`src/rtl/cvd_pkg.sv`:
```
package cvd_pkg;
  localparam int unsigned VIEW_W      = 4;
  localparam int unsigned CELL_VIEWS  = 6;
  localparam logic [VIEW_W-1:0] VW_RAW     = 4'd0;
  localparam logic [VIEW_W-1:0] VW_TAG     = 4'd1;
  localparam logic [VIEW_W-1:0] VW_EF_WAIT = 4'd2;
  localparam logic [VIEW_W-1:0] VW_EF_POLL = 4'd3;
  localparam logic [VIEW_W-1:0] VW_PV_WAIT = 4'd4;
  localparam logic [VIEW_W-1:0] VW_PV_POLL = 4'd5;
  localparam logic [VIEW_W-1:0] VW_GLOBAL  = 4'd15;

  localparam logic [1:0] SZ_BYTE = 2'd0;
  localparam logic [1:0] SZ_HALF = 2'd1;

  localparam int unsigned GRAIN_W    = 3;
  localparam int unsigned GRAIN_LSB  = 8;
  localparam int unsigned COUNT_LSB  = 16;
  localparam int unsigned ERR_W      = 3;
  localparam int unsigned ERR_WIDTH_BIT = 2;
  localparam int unsigned MIN_SHIFT  = 7;
endpackage

```
`src/rtl/cvd_addr_decode.sv`:
```
module cvd_addr_decode
  import cvd_pkg::*;
#(
  parameter int unsigned ADDR_W    = 16,
  parameter int unsigned NUM_CELLS = 32,
  parameter int unsigned IDX_W     = 5
) (
  input  logic [ADDR_W-1:0]  addr,
  input  logic [GRAIN_W-1:0] grain,
  output logic [VIEW_W-1:0]  view,
  output logic [IDX_W-1:0]   idx
);
  localparam logic [ADDR_W-1:0] LAST_CELL = ADDR_W'(NUM_CELLS - 1);

  logic [3:0]        shift_amt;
  logic [ADDR_W-1:0] raw_idx;

  always_comb begin
    shift_amt = 4'(MIN_SHIFT) + {1'b0, grain};
    raw_idx   = addr >> shift_amt;
    view      = addr[6:3];
    if (raw_idx > LAST_CELL) begin
      idx = LAST_CELL[IDX_W-1:0];
    end else begin
      idx = raw_idx[IDX_W-1:0];
    end
  end
endmodule

```
`src/rtl/cvd_global_reg.sv`:
```
module cvd_global_reg
  import cvd_pkg::*;
#(
  parameter int unsigned DATA_W    = 32,
  parameter int unsigned NUM_CELLS = 32,
  parameter int unsigned CNT_W     = 6
) (
  input  logic               clk,
  input  logic               rst_n,
  input  logic               width_evt,
  input  logic               parity_evt,
  input  logic               exec_evt,
  input  logic               wr_en,
  input  logic [ERR_W-1:0]   wr_clear,
  input  logic [GRAIN_W-1:0] wr_grain,
  output logic [GRAIN_W-1:0] grain,
  output logic [DATA_W-1:0]  value
);
  logic [ERR_W-1:0]   err_q, err_d, err_set, err_clr;
  logic [GRAIN_W-1:0] grain_q, grain_d;
  logic               upd_en;

  always_comb begin
    err_set = {width_evt, parity_evt, exec_evt};
    err_clr = wr_en ? wr_clear : '0;
    err_d   = (err_q & ~err_clr) | err_set;
    grain_d = wr_en ? wr_grain : grain_q;
    upd_en  = wr_en | width_evt | parity_evt | exec_evt;
  end

  always_ff @(posedge clk or negedge rst_n) begin
    if (!rst_n) begin
      err_q   <= '0;
      grain_q <= '0;
    end else if (upd_en) begin
      err_q   <= err_d;
      grain_q <= grain_d;
    end
  end

  always_comb begin
    value = '0;
    value[ERR_W-1:0] = err_q;
    value[GRAIN_LSB +: GRAIN_W] = grain_q;
    value[COUNT_LSB +: CNT_W] = CNT_W'(NUM_CELLS);
  end

  assign grain = grain_q;

  AST_PARITY_STICKY: assert property (@(posedge clk) disable iff (!rst_n)
    (err_q[1] && !err_clr[1]) |=> err_q[1]) else $error("parity flag lost");

  AST_WIDTH_FLAG: assert property (@(posedge clk) disable iff (!rst_n)
    width_evt |=> err_q[ERR_WIDTH_BIT]) else $error("width flag not set");

  AST_GRAIN_HOLD: assert property (@(posedge clk) disable iff (!rst_n)
    !wr_en |=> $stable(grain_q)) else $error("grain moved without write");
endmodule

```
`src/rtl/cvd_rdata_mux.sv`:
```
module cvd_rdata_mux
  import cvd_pkg::*;
#(
  parameter int unsigned DATA_W    = 32,
  parameter int unsigned NUM_CELLS = 32,
  parameter int unsigned IDX_W     = 5
) (
  input  logic [NUM_CELLS*DATA_W-1:0] cell_rdata,
  input  logic [IDX_W-1:0]            idx,
  input  logic [VIEW_W-1:0]           view,
  input  logic [DATA_W-1:0]           glob,
  input  logic                        rd_full,
  output logic [DATA_W-1:0]           rdata
);
  logic [DATA_W-1:0] words [NUM_CELLS];

  for (genvar g = 0; g < NUM_CELLS; g++) begin : g_unpack
    assign words[g] = cell_rdata[g*DATA_W +: DATA_W];
  end

  always_comb begin
    rdata = '0;
    if (rd_full) begin
      if (view < VIEW_W'(CELL_VIEWS)) begin
        rdata = words[idx];
      end else if (view == VW_GLOBAL) begin
        rdata = glob;
      end else begin
        rdata = '1;
      end
    end
  end
endmodule

```
`src/rtl/cell_view_decoder.sv`:
```
module cell_view_decoder
  import cvd_pkg::*;
#(
  parameter int unsigned ADDR_W    = 16,
  parameter int unsigned DATA_W    = 32,
  parameter int unsigned NUM_CELLS = 32,
  parameter int unsigned NUM_FIFO  = 16,
  localparam int unsigned IDX_W    = (NUM_CELLS > 1) ? $clog2(NUM_CELLS) : 1,
  localparam int unsigned CNT_W    = $clog2(NUM_CELLS + 1)
) (
  input  logic                        clk,
  input  logic                        rst_n,
  input  logic                        req_valid,
  input  logic                        req_write,
  input  logic [ADDR_W-1:0]           req_addr,
  input  logic [1:0]                  req_size,
  input  logic [DATA_W-1:0]           req_wdata,
  input  logic                        err_parity_i,
  input  logic                        err_exec_i,
  output logic [CELL_VIEWS-1:0]       cell_stb,
  output logic                        cell_we,
  output logic [IDX_W-1:0]            cell_idx,
  output logic                        cell_fifo,
  output logic [DATA_W-1:0]           cell_wdata,
  input  logic [NUM_CELLS*DATA_W-1:0] cell_rdata,
  output logic                        rsp_valid,
  output logic                        rsp_err,
  output logic [DATA_W-1:0]           rsp_rdata
);
  logic rst_meta, rst_sync;

  always_ff @(posedge clk or negedge rst_n) begin
    if (!rst_n) begin
      rst_meta <= 1'b0;
      rst_sync <= 1'b0;
    end else begin
      rst_meta <= 1'b1;
      rst_sync <= rst_meta;
    end
  end

  logic [VIEW_W-1:0]  view;
  logic [GRAIN_W-1:0] grain;
  logic [DATA_W-1:0]  glob_value;
  logic               narrow, full_acc, glob_wr, rd_full;

  always_comb begin
    narrow   = (req_size == SZ_BYTE) || (req_size == SZ_HALF);
    full_acc = req_valid && !narrow;
    glob_wr  = full_acc && req_write && (view == VW_GLOBAL);
    rd_full  = full_acc && !req_write;
  end

  cvd_addr_decode #(
    .ADDR_W(ADDR_W), .NUM_CELLS(NUM_CELLS), .IDX_W(IDX_W)
  ) u_decode (
    .addr(req_addr), .grain(grain), .view(view), .idx(cell_idx)
  );

  cvd_global_reg #(
    .DATA_W(DATA_W), .NUM_CELLS(NUM_CELLS), .CNT_W(CNT_W)
  ) u_global (
    .clk(clk), .rst_n(rst_sync),
    .width_evt(req_valid && narrow),
    .parity_evt(err_parity_i), .exec_evt(err_exec_i),
    .wr_en(glob_wr),
    .wr_clear(req_wdata[ERR_W-1:0]),
    .wr_grain(req_wdata[GRAIN_LSB +: GRAIN_W]),
    .grain(grain), .value(glob_value)
  );

  for (genvar v = 0; v < CELL_VIEWS; v++) begin : g_stb
    assign cell_stb[v] = full_acc && (view == VIEW_W'(v));
  end

  assign cell_we    = req_write;
  assign cell_wdata = req_wdata;
  assign cell_fifo  = (32'(cell_idx) < NUM_FIFO);

  logic [DATA_W-1:0] rdata_d;

  cvd_rdata_mux #(
    .DATA_W(DATA_W), .NUM_CELLS(NUM_CELLS), .IDX_W(IDX_W)
  ) u_rmux (
    .cell_rdata(cell_rdata), .idx(cell_idx), .view(view),
    .glob(glob_value), .rd_full(rd_full), .rdata(rdata_d)
  );

  logic              rsp_valid_d, rsp_err_d;

  always_comb begin
    rsp_valid_d = req_valid;
    rsp_err_d   = req_valid && narrow;
  end

  always_ff @(posedge clk or negedge rst_sync) begin
    if (!rst_sync) begin
      rsp_valid <= 1'b0;
      rsp_err   <= 1'b0;
      rsp_rdata <= '0;
    end else begin
      rsp_valid <= rsp_valid_d;
      rsp_err   <= rsp_err_d;
      rsp_rdata <= rdata_d;
    end
  end

  AST_STB_ONEHOT: assert property (@(posedge clk) disable iff (!rst_sync)
    $onehot0(cell_stb)) else $error("more than one view strobe");

  AST_NARROW_QUIET: assert property (@(posedge clk) disable iff (!rst_sync)
    (req_valid && narrow) |-> (cell_stb == '0)) else $error("narrow access reached a cell");

  AST_IDX_CLAMPED: assert property (@(posedge clk) disable iff (!rst_sync)
    (|cell_stb) |-> (32'(cell_idx) < NUM_CELLS)) else $error("index beyond last cell");

  AST_RSP_NEXT: assert property (@(posedge clk) disable iff (!rst_sync)
    req_valid |=> rsp_valid) else $error("response missing");
endmodule

```
`config.mk`:
```
export PLATFORM = sky130hd
export DESIGN_NAME = cell_view_decoder
export DESIGN_NICKNAME = d
export VERILOG_FILES = /design/src/rtl/cvd_pkg.sv /design/src/rtl/cvd_addr_decode.sv /design/src/rtl/cvd_global_reg.sv /design/src/rtl/cvd_rdata_mux.sv /design/src/rtl/cell_view_decoder.sv
export SDC_FILE = /design/constraint.sdc
export NUM_CORES = 1
export LEC_CHECK = 0
export ABC_AREA = 1
export BUFFER_PORTS_ARGS = -buffer_cell sky130_fd_sc_hd__buf_2
export CORE_AREA = 2 2 455 457
export DETAILED_ROUTE_END_ITERATION = 16
export DIE_AREA = 0 0 457 459
export PLACE_DENSITY = 0.33
export SKIP_LAST_GASP = 1
export SYNTH_ARGS = -nofsm -noshare
export SYNTH_HDL_FRONTEND = slang
export SYNTH_SLANG_ARGS = --single-unit
```
`constraint.sdc`:
```
create_clock -name clk -period 3.8 [get_ports clk]
set_clock_uncertainty 0.05 [all_clocks]
set_input_delay 0.76 -clock clk [delete_from_list [all_inputs] [get_ports clk]]
set_output_delay 0.76 -clock clk [all_outputs]
set_load 0.05 [all_outputs]
```
==> out/qor.csv, run 1 <==
metric;value;unit
Worst-path clk slew;90;ps
WP data required;2990;ps
I/O pins;1159;
GRT Util Overall;13.95;%
RePlAce Congestion;0.8826;
power per cell area;443.6;mW/mm2
synth cell count leaders;nand3_1, nand2_1, buf_2, buf_4, inv_1;
# setup viols final;0;
Synth Flop Type;dfrtp_1;
Die Y;459;um
data arrival time of the worst path;2770;ps
Synth Warn #;0;
number of global-route vias before repair;23034;
Peak VDD IR;0.2010;mV
kind of critical path;reg2out;
Async SR Flop Fraction;100.0;%
fin. max-slew vios;0;
crit path time final;3578;ps
Max Freq;279.5;MHz
Slew @ Worst Pin;827.5;ps
Clk Latency, worst-skew pair;350;ps
Residual DRC;0;
clock buffer count from CTS;5;
nets@finish;4609;
clock power share;6.0;%
Starting DRT DRC Count;1679;
layout overhead on the synthesized area;70.02;%
die area;0.2098;mm2
sequential share of power;5.1;%
number of port buffers;1102;
number of synthesized flops with an enable pin;0;
max-cap viol count;0;
hold slack final;131.2;ps
Leak;0.01090;uW
syn nets;3669;
R2R depth;15;
maximum root-to-sink buffer count;2;
Detailed Place HPWL;134000;um
internal power;3625;uW
HP Class;in2async;
cts hold-fix bufs;0;
synthesized area per cell;5.076;um2
DR vias;23164;
Initial Util;6.392;%
crit share post-route;94.15;%
initial antenna violation count;115;
Yosys top cell by area;nand3_1;
Row Count;167;
unrepaired setup endpoints after global routing;no;
Pwr Total;9912;uW
Synth Register Bits;42;
# Post-CTS Setup Buffers;0;
# resized after CTS;0;
register area share after synthesis;7.997;%
fin worst setup slack;222.4;ps
ANT nets after route;0;
grt total ovfl;0;
Die W;457;um
Core Util, Final;10.87;%
H-tree depth;2;
startpoint types;flop;
P_sw;6288;uW
largest net degree at the start of global routing;92;
first-pass GRT wire length;199800;um
top-area cell type share of the netlist area;56.74;%
Core ar.;0.2056;mm2
post-synthesis cell count;2589;
switching part of the total;63.43;%
status;finished clean;
clk sink count;42;
Critical Path Sink Type;primary output;
total routed wirelength;154500;um
CTS tree;yes;
final hold violation count;0;
DR pass1 iterations;5;
Cell Area, Synth;0.01314;mm2
Yosys cell types;28;
synth top area cells;nand3_1, nand2_1, buf_2;
combinational share of power;88.9;%
layout cell share with drive strength beyond 1;36.29;%
Max-slew headroom;44.83;%
wire per inst;24.67;um
Clock Tree Root;clkbuf_16;
top-count cell post-synth;nand3_1;
worst slack, placed;-34.50;ps
critical path fanouts, max;31;
routed vias/inst;3.698;
==> final timing paths <==
check	end	from	slack [ps]
worst max-delay path	cell_idx[2]	u_global.grain[0]	220
worst min-delay path	rst_sync	rst_n	130
worst max register to register	rsp_rdata[27]	u_global.grain[1]	280
worst min register to register	rsp_valid	rst_sync	300
max in group asynchronous	rsp_rdata[23]	rst_sync	2530
min in group clk	rst_sync	rst_meta	310
==> area by class of cell <==
| class | instances | area (um2) |
|---|---|---|
| fill | 24749 | 183300 |
| multi-input combinational | 2171 | 10200 |
| timing repair buffer | 1247 | 7204 |
| tap | 2704 | 3383 |
| sequential | 42 | 1055 |
| inverter | 62 | 259.0 |
| clock buffer | 5 | 125.1 |
| antenna | 30 | 75.07 |
| clock inverter | 3 | 43.79 |
==> per-layer routing <==
metal / up-vias / routed length [um] / GRT usage, %
met2: 1236 / 72010 / 23.70
met4: 42 / 3855 / 2.980
li1: 10868 / - / -
met3: 222 / 11060 / 3.269
met1: 10796 / 67330 / 17.80
met5: - / 254 / 0
==> worst max-delay path, stage by stage, from the launching register on <==
cell and delay [ps]:
dfrtp_2 500, inv_4 140, nand2_1 70, nand2_1 100, nand2_1 90, nand3_2 180
nand2_8 150, inv_1 240, nor2_4 80, buf_12 160, inv_6 120, buf_12 200
buf_2 300
==> power groups by stage <==
stage	sequential (uW)	clock [uW]	combinational, uW
floorplan	569	0	4740
global placement	514	0	9130
detailed placement	512	0	9100
CTS	505	647	9120
global route	508	645	9730
finish	503	594	8820
==> kinds of logic after synthesis <==
family	Yosys count	share of synthesized area (%)
AO/OA/AOI/OAI	17	0.7330
AND/OR/NAND/NOR	2153	76.31
flip-flops	42	7.997
other	1	0.02853
buffers and inverters	376	14.93
==> metrics by stage <==
| stage | instances | instance area, um2 | TNS, ps |
|---|---|---|---|
| 3_5_place_dp | 6226 | 22100 | -40.72 |
| 3_3_place_gp | 6226 | 22100 | -61.56 |
| 6_report | 6264 | 22350 | 0 |
| 4_1_cts | 6234 | 22270 | 0 |
| 5_1_grt | 6242 | 22290 | 0 |
| 2_1_floorplan | 2589 | 13140 | 0 |
==> flip-flops by register name, summed over array words and instances, names as in the netlist <==
register	cells
rsp_rdata	32
rsp_err	1
rsp_valid	1
rst_meta	1
rst_sync	1
u_global.grain	3
u_global.err_q	3
==> layout by cell type (no fill, tap or decap), drive strengths merged, types with 5 or more instances in the layout <==
cell,netlist,routed
nand2,631,631
nand3,1492,1492
clkbuf,15,5
nand3b,6,6
buf,299,1247
a21oi,11,11
nor2,17,17
dfrtp,42,42
inv,62,63
diode,0,30
(Power assumes the default switching activity.)
==> run 2, diff against run 1 <==
--- a/config.mk
+++ b/config.mk
@@ -5,12 +5,11 @@
 export SDC_FILE = /design/constraint.sdc
 export NUM_CORES = 1
 export LEC_CHECK = 0
-export ABC_AREA = 1
 export BUFFER_PORTS_ARGS = -buffer_cell sky130_fd_sc_hd__buf_2
-export CORE_AREA = 2 2 455 457
+export CORE_AREA = 2 2 446 448
 export DETAILED_ROUTE_END_ITERATION = 16
-export DIE_AREA = 0 0 457 459
-export PLACE_DENSITY = 0.33
+export DIE_AREA = 0 0 448 450
+export PLACE_DENSITY = 0.32
 export SKIP_LAST_GASP = 1
 export SYNTH_ARGS = -nofsm -noshare
 export SYNTH_HDL_FRONTEND = slang
==> run 2 against run 1 <==
Sequential share of layout area is 0.18 points higher. First-iteration DRC count fell by 2.6%. Worst hold slack better by 20 ps. Die area fell by 3.9%. Sequential power rose by 7.2%. Clock power fell by 11%. Non-clock buffer count up 138. Maximum frequency decreased by 3.9%. Critical path type is now reg2reg. Critical endpoint is now rsp_rdata[1]. Largest cell class unchanged.
==> out/qor.csv, run 2 <==
metric;value;unit;change
status;finished clean;;
max-cap viol count;0;;unchanged
DR pass1 iterations;5;;unchanged
total routed wirelength;158600;um;+2.7%
Die Y;450;um;-2.0%
HP Class;in2async;;
top-count cell post-synth;nand2_1;;
Pwr Total;7834;uW;-21%
Die W;448;um;-2.0%
Worst R2R Start;u_global.grain[1];;
# setup viols final;0;;unchanged
Critical Path Sink Type;flop;;
RePlAce Congestion;0.9240;;+4.7%
first-pass GRT wire length;195700;um;-2.1%
kind of critical path;reg2reg;;
number of global-route vias before repair;18956;;-18%
fin cells;5557;;-11%
WP data required;4030;ps;+1040 ps
Slew @ Worst Pin;1002;ps;+175.0 ps
fin worst setup slack;77.35;ps;-145.0 ps
Largest register FFs;32;;unchanged
routed vias/inst;3.458;;-6.5%
top sig layer;met5;;
Worst-path clk slew;90;ps;about the same
Synth Register Bits;42;;unchanged
synthesized area per cell;6.280;um2;+24%
Async SR Flop Fraction;100.0;%;unchanged
crit path time final;3723;ps;+145.0 ps
unrepaired setup endpoints after global routing;yes;;
post-synthesis cell count;1681;;-35%
ANT nets after route;0;;unchanged
final hold violation count;0;;unchanged
# fillers;23349;;-5.7%
start point of the critical path;u_global.grain[1];;
DR vias;19215;;-17%
fin. max-slew vios;0;;unchanged
grt total ovfl;0;;unchanged
top-area cell type share of the netlist area;24.85;%;-32 points
Row Count;163;;-2.4%
routed length on met2;78090;um;+8.4%
Residual DRC;0;;unchanged
Peak VDD IR;0.1587;mV;-21%
syn nets;2761;;-25%
register area share after synthesis;9.956;%;+2.0 points
Synth Flop Type;dfrtp_1;;
Detailed Place HPWL;144200;um;+7.7%
initial antenna violation count;142;;+23%
worst slack, placed;-779.5;ps;-745.0 ps
data arrival time of the worst path;3950;ps;+1180 ps
wire per inst;28.55;um;+16%
Initial Util;5.369;%;-1.0 points
Yosys cell types;56;;+100%
number of port buffers;1102;;unchanged
nets@finish;3959;;-14%
largest net degree at the start of global routing;52;;-43%
clock buffer count from CTS;5;;unchanged
met3 wire length;9762;um;-12%
synth cell count leaders;nand2_1, nand3_1, a31oi_1, nand4_1, buf_2;;
layout overhead on the synthesized area;104.0;%;
area occupied by multi-input gates;0.008632;mm2;-15%
Clk Latency, worst-skew pair;340;ps;about the same
FF+latch area;0.001055;mm2;unchanged
layout cell share with drive strength beyond 1;51.42;%;+15 points
synth top area cells;nand2_1, mux4_2, dfrtp_1;;
Clock Tree Root;clkbuf_16;;
startpoint types;flop;;
H-tree depth;2;;unchanged
die area;0.2016;mm2;-3.9%
Core ar.;0.1966;mm2;-4.4%
Reg with most FFs;rsp_rdata;;
I/O pins;1159;;unchanged
Starting DRT DRC Count;1636;;-2.6%
Yosys top cell by area;nand2_1;;
cts hold-fix bufs;0;;unchanged
clk sink count;42;;unchanged
Max Freq;268.6;MHz;-3.9%
most frequent cells in the layout;buf_2, nand2_1, buf_4, nand3_1, a31oi_1;;
crit share post-route;97.96;%;+3.8 points
Max-slew headroom;32.86;%;-12 points
number of synthesized flops with an enable pin;0;;unchanged
maximum root-to-sink buffer count;2;;unchanged
GRT Util Overall;14.92;%;+0.97 points
Cell Area, Synth;0.01056;mm2;-20%
most common cell after layout, fill and taps aside;buf_2;;
power per cell area;363.8;mW/mm2;-18%
M1 WL;67300;um;about the same
Synth Warn #;0;;unchanged
critical path fanouts, max;19;;-39%
CTS tree;yes;;
Cells after DPL;5506;;-12%
Leak;0.01005;uW;-7.7%
==> run 2: cell count changes in the layout (fill, tap and decap cells not counted), sizes merged, moves of 28 or more <==
cell,delta
nand4,+75
mux4,+52
nand2,+68
a32oi,+42
a31oi,+95
and3,+52
inv,-54
mux2i,+68
buf,+138
a22oi,+28
nand3,-1363
==> run 2: logic make-up after synthesis <==
| kind of cell | after synthesis | share of synthesized area (%) |
|---|---|---|
| and+or+nand+nor | 1026 | 42.35 |
| buffers and inverters | 204 | 9.423 |
| muxes | 124 | 17.97 |
| other | 1 | 0.03552 |
| DFF | 42 | 9.956 |
| AOI/OAI and AO/OA | 284 | 20.27 |
==> run 2: metal layers <==
layer  vias up  global-route usage, %
met1      9328                  19.33
met2      1103                  25.97
met5         -                      0
met3       210                  2.135
li1       8546                      -
met4        28                  3.109
==> run 2: final timing paths <==
path                                endpoint  slack [ps]  cells after the start
setup / recovery                rsp_rdata[1]          80                     13
hold / removal                      rst_sync         150                      1
setup reg to reg                rsp_rdata[1]          80                     13
hold reg to reg            u_global.err_q[0]         290                      0
max in group asynchronous      rsp_rdata[12]        2610                      1
min in group clk                    rst_sync         300                      0
==> run 2: critical path: stages, from the launching register on <==
cell and delay, ps:
dfrtp_2 470, buf_2 200, inv_1 150, a211oi_1 110, o311a_1 440, inv_6 210, buf_4 410, nor3_2 150
buf_4 200, a221o_1 390, buf_12 160, nor4_1 270, buf_4 210, and4_1 220
==> run 2: where the power goes <==
part	switching, uW	internal (uW)	leakage [uW]
Combinational	4190	2580	0.00945
Sequential	41.6	497	0.000535
Clock	264	263	0.0000731
==> run 2: through the flow <==
step / hold WS [ps] / utilization [%] / TNS, ps / instance area [um2]
3_3_place_gp: 285.1 / 10.78 / -5282 / 21190
3_5_place_dp: 286.1 / 10.78 / -5788 / 21190
4_1_cts: 120.3 / 10.87 / 0 / 21370
6_report: 150.9 / 10.95 / 0 / 21530
5_1_grt: 133.4 / 10.93 / -124.8 / 21500
2_1_floorplan: 281.2 / - / 0 / 10560
==> run 2: final cells by class <==
class / instances / area share [%]
Multi-Input combinational cell: 1435 / 40.09
Antenna cell: 37 / 0.4300
Tap cell: 2640 / 15.34
Timing Repair Buffer: 1385 / 38.20
Inverter: 10 / 0.3312
Clock buffer: 6 / 0.6450
Clock inverter: 2 / 0.05811
Sequential cell: 42 / 4.899
==> run 2: timing repair <==
item,in CTS,in global routing
setup endpoints to repair,11,9
gates resized for setup,6,6
pin swaps,0,3
hold endpoints to repair,0,0
setup buffers,0,6
